--- src/rtl/alu8_status.sv ---
module alu8_status (
  input  logic       clk,
  input  logic       rst_n,
  input  logic       op_valid,
  input  logic [4:0] op,
  input  logic [7:0] opa,
  input  logic [7:0] opb,
  input  logic [2:0] fsel,
  output logic [7:0] result,
  output logic       result_we,
  output logic [7:0] sreg
);
  localparam logic [4:0] ADD = 5'd0,  ADC = 5'd1,  SUB = 5'd2,  SBC = 5'd3,
                         AND = 5'd4,  OR  = 5'd5,  EOR = 5'd6,  COM = 5'd7,
                         NEG = 5'd8,  INC = 5'd9,  DEC = 5'd10, LSL = 5'd11,
                         ROL = 5'd12, LSR = 5'd13, ROR = 5'd14, ASR = 5'd15,
                         SWP = 5'd16, CP  = 5'd17, CPC = 5'd18, BST = 5'd19,
                         BCL = 5'd20;
  localparam int FC = 0, FZ = 1, FN = 2, FV = 3, FS = 4, FH = 5;

  logic [7:0] add_b, sub_a, sub_b, res, nx;
  logic       add_c, sub_c, we, upd, zchain;
  logic [8:0] sum, diff;

  assign add_b = (op == LSL || op == ROL) ? opa : opb;
  assign add_c = (op == ADC || op == ROL) & sreg[FC];
  assign sum   = {1'b0, opa} + {1'b0, add_b} + {8'd0, add_c};
  assign sub_a = (op == NEG) ? 8'h00 : opa;
  assign sub_b = (op == NEG) ? opa : opb;
  assign sub_c = (op == SBC || op == CPC) & sreg[FC];
  assign diff  = {1'b0, sub_a} - {1'b0, sub_b} - {8'd0, sub_c};

  always_comb begin
    res = opa; nx = sreg; we = 1'b0; upd = 1'b0; zchain = 1'b0;
    case (op)
      ADD, ADC, LSL, ROL: begin
        res = sum[7:0]; we = 1'b1; upd = 1'b1;
        nx[FC] = sum[8];
        nx[FH] = (opa[3] & add_b[3]) | (add_b[3] & ~res[3]) | (~res[3] & opa[3]);
        nx[FV] = (opa[7] & add_b[7] & ~res[7]) | (~opa[7] & ~add_b[7] & res[7]);
      end
      SUB, SBC, NEG, CP, CPC: begin
        res = diff[7:0]; we = !(op == CP || op == CPC); upd = 1'b1;
        zchain = (op == SBC || op == CPC);
        nx[FC] = diff[8];
        nx[FH] = (~sub_a[3] & sub_b[3]) | (sub_b[3] & res[3]) | (res[3] & ~sub_a[3]);
        nx[FV] = (sub_a[7] & ~sub_b[7] & ~res[7]) | (~sub_a[7] & sub_b[7] & res[7]);
      end
      AND: begin res = opa & opb; nx[FV] = 1'b0; we = 1'b1; upd = 1'b1; end
      OR:  begin res = opa | opb; nx[FV] = 1'b0; we = 1'b1; upd = 1'b1; end
      EOR: begin res = opa ^ opb; nx[FV] = 1'b0; we = 1'b1; upd = 1'b1; end
      COM: begin res = ~opa; nx[FC] = 1'b1; nx[FV] = 1'b0; we = 1'b1; upd = 1'b1; end
      INC: begin res = opa + 8'd1; nx[FV] = (opa == 8'h7F); we = 1'b1; upd = 1'b1; end
      DEC: begin res = opa - 8'd1; nx[FV] = (opa == 8'h80); we = 1'b1; upd = 1'b1; end
      LSR, ROR, ASR: begin
        res = {(op == ROR) ? sreg[FC] : (op == ASR) ? opa[7] : 1'b0, opa[7:1]};
        nx[FC] = opa[0]; nx[FV] = res[7] ^ opa[0]; we = 1'b1; upd = 1'b1;
      end
      SWP: begin res = {opa[3:0], opa[7:4]}; we = 1'b1; end
      BST: nx[fsel] = 1'b1;
      BCL: nx[fsel] = 1'b0;
      default: ;
    endcase
    if (upd) begin
      nx[FN] = res[7];
      nx[FZ] = zchain ? ((res == 8'h00) & sreg[FZ]) : (res == 8'h00);
      nx[FS] = res[7] ^ nx[FV];
    end
  end

  assign result    = res;
  assign result_we = op_valid & we;

  always_ff @(posedge clk or negedge rst_n)
    if (!rst_n)        sreg <= 8'h00;
    else if (op_valid) sreg <= nx;
endmodule

--- config.mk ---
export PLATFORM = sky130hd
export DESIGN_NAME = alu8_status
export DESIGN_NICKNAME = d
export VERILOG_FILES = /design/src/rtl/alu8_status.sv
export SDC_FILE = /design/constraint.sdc
export NUM_CORES = 1
export LEC_CHECK = 0
export BUFFER_PORTS_ARGS = -buffer_cell sky130_fd_sc_hd__buf_2
export CELL_PAD_IN_SITES_DETAIL_PLACEMENT = 1
export CELL_PAD_IN_SITES_GLOBAL_PLACEMENT = 1
export CORE_AREA = 2 2 86 88
export CTS_CLUSTER_DIAMETER = 30
export DETAILED_ROUTE_END_ITERATION = 12
export DIE_AREA = 0 0 88 90
export PLACE_DENSITY_LB_ADDON = 0.1
export SLEW_MARGIN = 20
export SYNTH_ARGS = -nofsm -noshare
export SYNTH_HDL_FRONTEND = slang
export SYNTH_SLANG_ARGS = --single-unit
--- constraint.sdc ---
create_clock -name clk -period 11.1 [get_ports clk]
set_input_delay 1.665 -clock clk [delete_from_list [all_inputs] [get_ports clk]]
set_output_delay 1.665 -clock clk [all_outputs]
set_load 0.01 [all_outputs]
==> qor.txt, run 1 <==
status: complete, no violations
Worst setup SP type: input port
synth-to-layout area growth: 8.67%
initial drt markers: 214
Leakage: 0.00161 uW
FILL cells: 960
Post-CTS Hold Buffers: 0
Clock Skew: 0.00297 ns
Seq/Total Area, Yosys: 0.0622
Period minus WS final: 7.62 ns
RSZ-0062 raised after global routing: false
1st-pass router iterations: 5
GRT overflow: 0
worst setup margin: 3.48 ns
Pwr Density: 70.3 nW/um^2
R2R setup slack: 7.45 ns
WS Path Type: input port to output port
Cell variety after synth: 72
Worst-Margin Slew: 0.938 ns
synthesized area: 3220 um^2
maximum clock insertion buffer count: 2
DP Wirelength: 9750 um
vias post-DR: 3682
largest net degree at the start of global routing: 34
drc violations: 0
setup tns final: 0 ns
Hold Violations, Final: 0
crit-path max FO: 25
ratio of cells with drive above 1 in the final layout: 0.141
Avg Inst Size Synth: 7.06 um^2
cell taking the most area after synthesis: ha_1
gr usage total: 0.311
Area after DPL: 3460 um^2
Tcrit/Tclk final: 0.686
final setup violation count: 0
post-CTS resize count: 0
Die Y: 90 um
vias in the first global route: 3616
CTS Root Cell: clkbuf_8
area share of the largest cell type after synthesis: 0.171
synthesized instance count: 456
worst path required time: 9.44 ns
Max Cap Viol: 0
CTS H-tree lvls: 1
cts bufs inserted: 3
DR vias/cell: 6.34
antenna cells: 0
first-pass GRT wire length: 19500 um
fraction of registers with async set or reset after synthesis: 1.00
starting density of the core: 0.459
ranking of synthesized cells by area: ha_1 17%, dfrtp_1 6.2%, o21ai_0 5.9%
WL final: 12200 um
Clk pin slew, worst setup/hold paths: 0.04 ns
Max Slew Vio Count: 0
Syn Nets: 533
YS warnings: 0
port bufs: 43
fmax: 0.131 GHz
Post-CTS Setup Inserts: 0
TritonCTS clock tree: built
crit path capture type: output port
CP arrival: 5.95 ns
Die Area: 7920 um^2
Design Area, Final: 3500 um^2
Final Wtd Congestion: 0.904
Routed Antenna Nets: 0
flop and latch count out of synthesis: 8
total core area: 7020 um^2
clk sinks: 8
number of synthesized flops with an enable pin: 0
dpl ws: 3.57 ns
Final nets: 561
clk_lat worst skew: 0.23 ns
Total Power: 246 uW
IO Count: 44
Synth Flop Type: dfrtp_1
relative max-transition margin: 0.372
worst hold path class: register to register
Placement Rows: 31
antenna violations before repair: 0
fin util: 0.498
Routed wire per std cell: 21.0 um
die width: 88 um
VDD IR max: 29.1 uV
==> cell usage after synthesis (all sizes together), types with 10 or more instances <==
cell type and instances:
nor3 12, xnor2 10, buf 14, nor2 37
nand3 14, o21ai 39, a21oi 26, ha 44
inv 37, nand2 48
==> layout make-up <==
class                      count  area, um^2  share of cell area
inverter                      37         139              0.0397
timing repair buffer          46         238              0.0680
sequential                     8         200              0.0572
clock buffer                   3        41.3              0.0118
tap                           99         124              0.0354
multi-input combinational    388        2760               0.788
==> per-layer routing <==
metal  GRT usage  routed length (um)  share of wire  vias to the layer above
met5           0                   0              0                        -
met2       0.499                5820           0.48                      128
li1            -                   -              -                     1719
met1       0.435                5280           0.43                     1807
met4      0.0987                 372          0.031                        0
met3      0.0257                 692          0.057                       28
==> critical path, cell delays in order <==
cell and delay [ns]:
buf_2 0.35, nor3b_2 0.50, nand2_1 0.62, o21ai_0 0.55
ha_1 0.30, inv_1 0.06, ha_1 0.28, a21oi_1 0.15
o21ai_0 0.14, o41ai_2 0.41, xnor2_1 0.11, a221oi_1 0.49
nor2_1 0.15, buf_2 0.17
==> logic make-up (layout without fill, tap and decap cells) <==
logic type                 after synthesis  after routing  share of synthesized area
and+or+nand+nor                        167            167                      0.264
DFF                                      8              8                     0.0622
adders and majority gates               50             50                      0.208
xor gates and xnor gates                18             18                     0.0513
buffers and inverters                   60             86                     0.0816
muxes                                    6              6                     0.0198
AOI/OAI and AO/OA                      147            147                      0.312
==> report_power, final <==
group          internal [uW]  leakage (uW)  switching, uW
registers               34.5      0.000101           4.67
logic                   67.0       0.00148            105
clock network           23.5     0.0000216           11.0
total                    125       0.00161            121
==> per-stage QoR <==
step | hold WS [ns] | cells
after floorplan | 0.511 | 456
after global placement | 0.471 | 578
after detailed placement | 0.478 | 578
after CTS | 0.487 | 581
after global routing | 0.520 | 581
final | 0.478 | 581
==> path summary, 6_finish.rpt <==
path | from | end | cells past startpoint
max | op[3] | result[7] | 14
min | register | register | 2
max reg2reg | sreg[0]$_DFFE_PN0P_ | register | 12
min reg2reg | register | register | 2
max in group asynchronous | rst_n | async pin | 1
min in group asynchronous | rst_n | sreg[0]$_DFFE_PN0P_ | 1
==> cell usage in the layout (no fill, tap or decap), drive strengths merged, types with 4 or more instances in the layout <==
cell / Yosys / routed
nand2: 48 / 48
buf: 14 / 46
ha: 44 / 44
o21ai: 39 / 39
inv: 37 / 37
nor2: 37 / 37
a21oi: 26 / 26
nand3: 14 / 14
nor3: 12 / 12
xnor2: 10 / 10
a21o: 9 / 9
nand2b: 9 / 9
o22ai: 9 / 9
nor2b: 8 / 8
xor2: 8 / 8
dfrtp: 8 / 8
nor3b: 8 / 8
fa: 6 / 6
o211ai: 5 / 5
a211oi: 5 / 5
a22oi: 5 / 5
and2: 5 / 5
and3: 4 / 4
nand4: 4 / 4
o21a: 4 / 4
a31oi: 4 / 4
o2111ai: 4 / 4
a2111oi: 4 / 4
or2: 4 / 4
(Power assumes the default switching activity.)
==> run 2: changes to the inputs <==
--- a/config.mk
+++ b/config.mk
@@ -5,13 +5,14 @@
 export SDC_FILE = /design/constraint.sdc
 export NUM_CORES = 1
 export LEC_CHECK = 0
+export ABC_AREA = 1
 export BUFFER_PORTS_ARGS = -buffer_cell sky130_fd_sc_hd__buf_2
 export CELL_PAD_IN_SITES_DETAIL_PLACEMENT = 1
 export CELL_PAD_IN_SITES_GLOBAL_PLACEMENT = 1
-export CORE_AREA = 2 2 86 88
+export CORE_AREA = 2 2 100 102
 export CTS_CLUSTER_DIAMETER = 30
 export DETAILED_ROUTE_END_ITERATION = 12
-export DIE_AREA = 0 0 88 90
+export DIE_AREA = 0 0 102 104
 export PLACE_DENSITY_LB_ADDON = 0.1
 export SLEW_MARGIN = 20
 export SYNTH_ARGS = -nofsm -noshare
==> constraint.sdc (replaced) <==
create_clock -name clk -period 6.3 [get_ports clk]
set_input_delay 0.945 -clock clk [delete_from_list [all_inputs] [get_ports clk]]
set_output_delay 0.945 -clock clk [all_outputs]
set_load 0.01 [all_outputs]
==> qor.txt, run 2 <==
Leakage: 0.00223 uW
Pwr Density: 123 nW/um^2
top cells by count, synth: 187 x nand2_1, 105 x inv_1, 78 x nor2_1
DP Wirelength: 11100 um
worst path required time: 5.35 ns
Placement Rows: 36
Period minus WS final: 4.93 ns
Hold Violations, Final: 0
Worst setup SP type: input port
count leader, synth: nand2_1
CP delay by family, top: simple AND/OR/NAND/NOR gates
number of synthesized flops with an enable pin: 0
worst-path cell chain: buf_2 > inv_1 > nand3_1 > nand2_1 > o21ai_0 > ha_1 > nand2_1 > nand2_1 > a21oi_1 > nand3_1 > nand3_1 > nand2_1 > inv_1 > nand4_1 > buf_2
drc violations: 0
CP dominant cell by count: nand2_1
R2R setup slack: 3.44 ns
worst setup margin: 1.37 ns
antenna cells: 0
RSZ-0062 raised after global routing: false
Avg Inst Size Synth: 5.39 um^2
synth-to-layout area growth: 11.7%
synthesized area: 3380 um^2
Syn Nets: 705
YS warnings: 0
cts bufs inserted: 3
synthesized instance count: 628
Die Area: 10600 um^2
most frequent cells in the layout: 187 x nand2_1, 105 x inv_1, 78 x nor2_1
Final nets: 746
top sig layer: met4
status: complete, no violations
Clock Skew: 0.00160 ns
WS Path Type: input port to output port
crit-path max FO: 16
Routed wire per std cell: 16.7 um
IO Count: 44
Routed Antenna Nets: 0
DR vias/cell: 5.26
Post-CTS Setup Inserts: 0
Max Slew Vio Count: 0
largest net degree at the start of global routing: 26
WL met2: 6180 um
RR Startpoint: sreg[0]$_DFFE_PN0P_
CTS Root Cell: clkbuf_8
Routed met1 length: 6390 um
relative max-transition margin: 0.393
CTS H-tree lvls: 1
R2R depth: 17
setup tns final: 0 ns
clk sinks: 8
WL final: 13400 um
Tcrit/Tclk final: 0.782
Hold Path Depth: 2
die width: 102 um
maximum clock insertion buffer count: 2
vias in the first global route: 4308
Seq/Total Area, Yosys: 0.0591
Inst Count DP: 797
Synth Flop Type: dfrtp_1
vias post-DR: 4206
slowest CP cell: o21ai_0
Cell variety after synth: 29
total core area: 9550 um^2
dpl ws: 1.44 ns
port bufs: 43
Max Cap Viol: 0
CP peak stage delay: 0.48 ns
cell taking the most area after synthesis: nand2_1
Total Power: 467 uW
FILL cells: 1397
GRT overflow: 0
worst hold path class: register to register
post-CTS resize count: 0
Met3 Routed Length: 369 um
gr usage total: 0.260
VDD IR max: 61.7 uV
area share of the largest cell type after synthesis: 0.207
WP buf/inv: 4
area of the multi-input gates: 2750 um^2
initial drt markers: 178
ranking of synthesized cells by area: nand2_1 21%, ha_1 16%, inv_1 12%
ratio of cells with drive above 1 in the final layout: 0.0990
antenna violations before repair: 0
Worst-Margin Slew: 0.907 ns
CP arrival: 3.98 ns
1st-pass router iterations: 4
Die Y: 104 um
Finished Layout Cells: 800
final setup violation count: 0
Clk pin slew, worst setup/hold paths: 0.04 ns
Post-CTS Hold Buffers: 0
clk_lat worst skew: 0.23 ns
Final Wtd Congestion: 0.922
starting density of the core: 0.354
flop and latch count out of synthesis: 8
FF+latch area: 200 um^2
fraction of registers with async set or reset after synthesis: 1.00
TritonCTS clock tree: built
first-pass GRT wire length: 22000 um
commonest non-fill, non-tap cell in the layout: nand2_1
crit path capture type: output port
fmax: 0.203 GHz
## run 2: cell types whose count changed after synthesis, moves of 9 or more
cell / previous run / this run
nand4_1: 4 / 13
nand2_1: 47 / 187
nand2b_1: 9 / 0
xnor2_1: 9 / 0
o22ai_1: 9 / 0
nand3_1: 14 / 73
a21o_1: 9 / 0
inv_1: 37 / 105
nor2_1: 36 / 78
## run 2: metrics by stage
step	utilization	hold slack, ns	cell area [um^2]
6_report	0.396	0.471	3780
5_1_grt	0.396	0.550	3780
4_1_cts	0.396	0.479	3780
3_5_place_dp	0.392	0.468	3740
3_3_place_gp	0.392	0.462	3740
2_1_floorplan	-	0.516	3380
## run 2: cell type report
| cell class | count | share of cell area |
|---|---|---|
| multi-input combinational | 505 | 0.727 |
| inverter | 107 | 0.106 |
| clock buffer | 3 | 0.0109 |
| sequential | 8 | 0.0529 |
| tap | 133 | 0.0440 |
| timing repair buffer | 44 | 0.0589 |
## run 2: logic make-up (layout without fill, tap and decap cells)
kind of cell,after synthesis,in the layout,synth area share
buffers and inverters,115,154,0.129
AND/OR/NAND/NOR,383,383,0.493
XOR/XNOR,2,2,0.00518
adder cells (fa/ha/maj),50,50,0.198
flip-flops,8,8,0.0591
AO/OA/AOI/OAI,70,70,0.116
## run 2: power by group
group          internal (uW)  switching [uW]  total [uW]
combinational            112             217         329
clock                   41.6            22.1        63.7
sequential              64.7            9.20        73.9
total                    218             248         467
## run 2: worst max-delay path by stage
stage	cells after the start	end	startpoint	slack, ns
5_1_grt	17	result[3]	op[4]	1.05
3_5_place_dp	17	result[3]	op[4]	1.44
2_1_floorplan	16	result[3]	op[1]	1.98
6_report	15	result[7]	op[4]	1.37
4_1_cts	15	result[7]	op[4]	1.43
3_3_place_gp	17	result[3]	op[4]	1.52
## run 2: tightest hold or removal path: stages (launching register included)
cell and delay (ns):
dfrtp_1 0.33, nand2_1 0.05, o21ai_0 0.06
## run 2: per-layer routing
layer,vias up,global-route usage
met1,1999,0.363
li1,2093,-
met3,27,0.00806
met5,-,0
met4,0,0.0800
met2,87,0.430
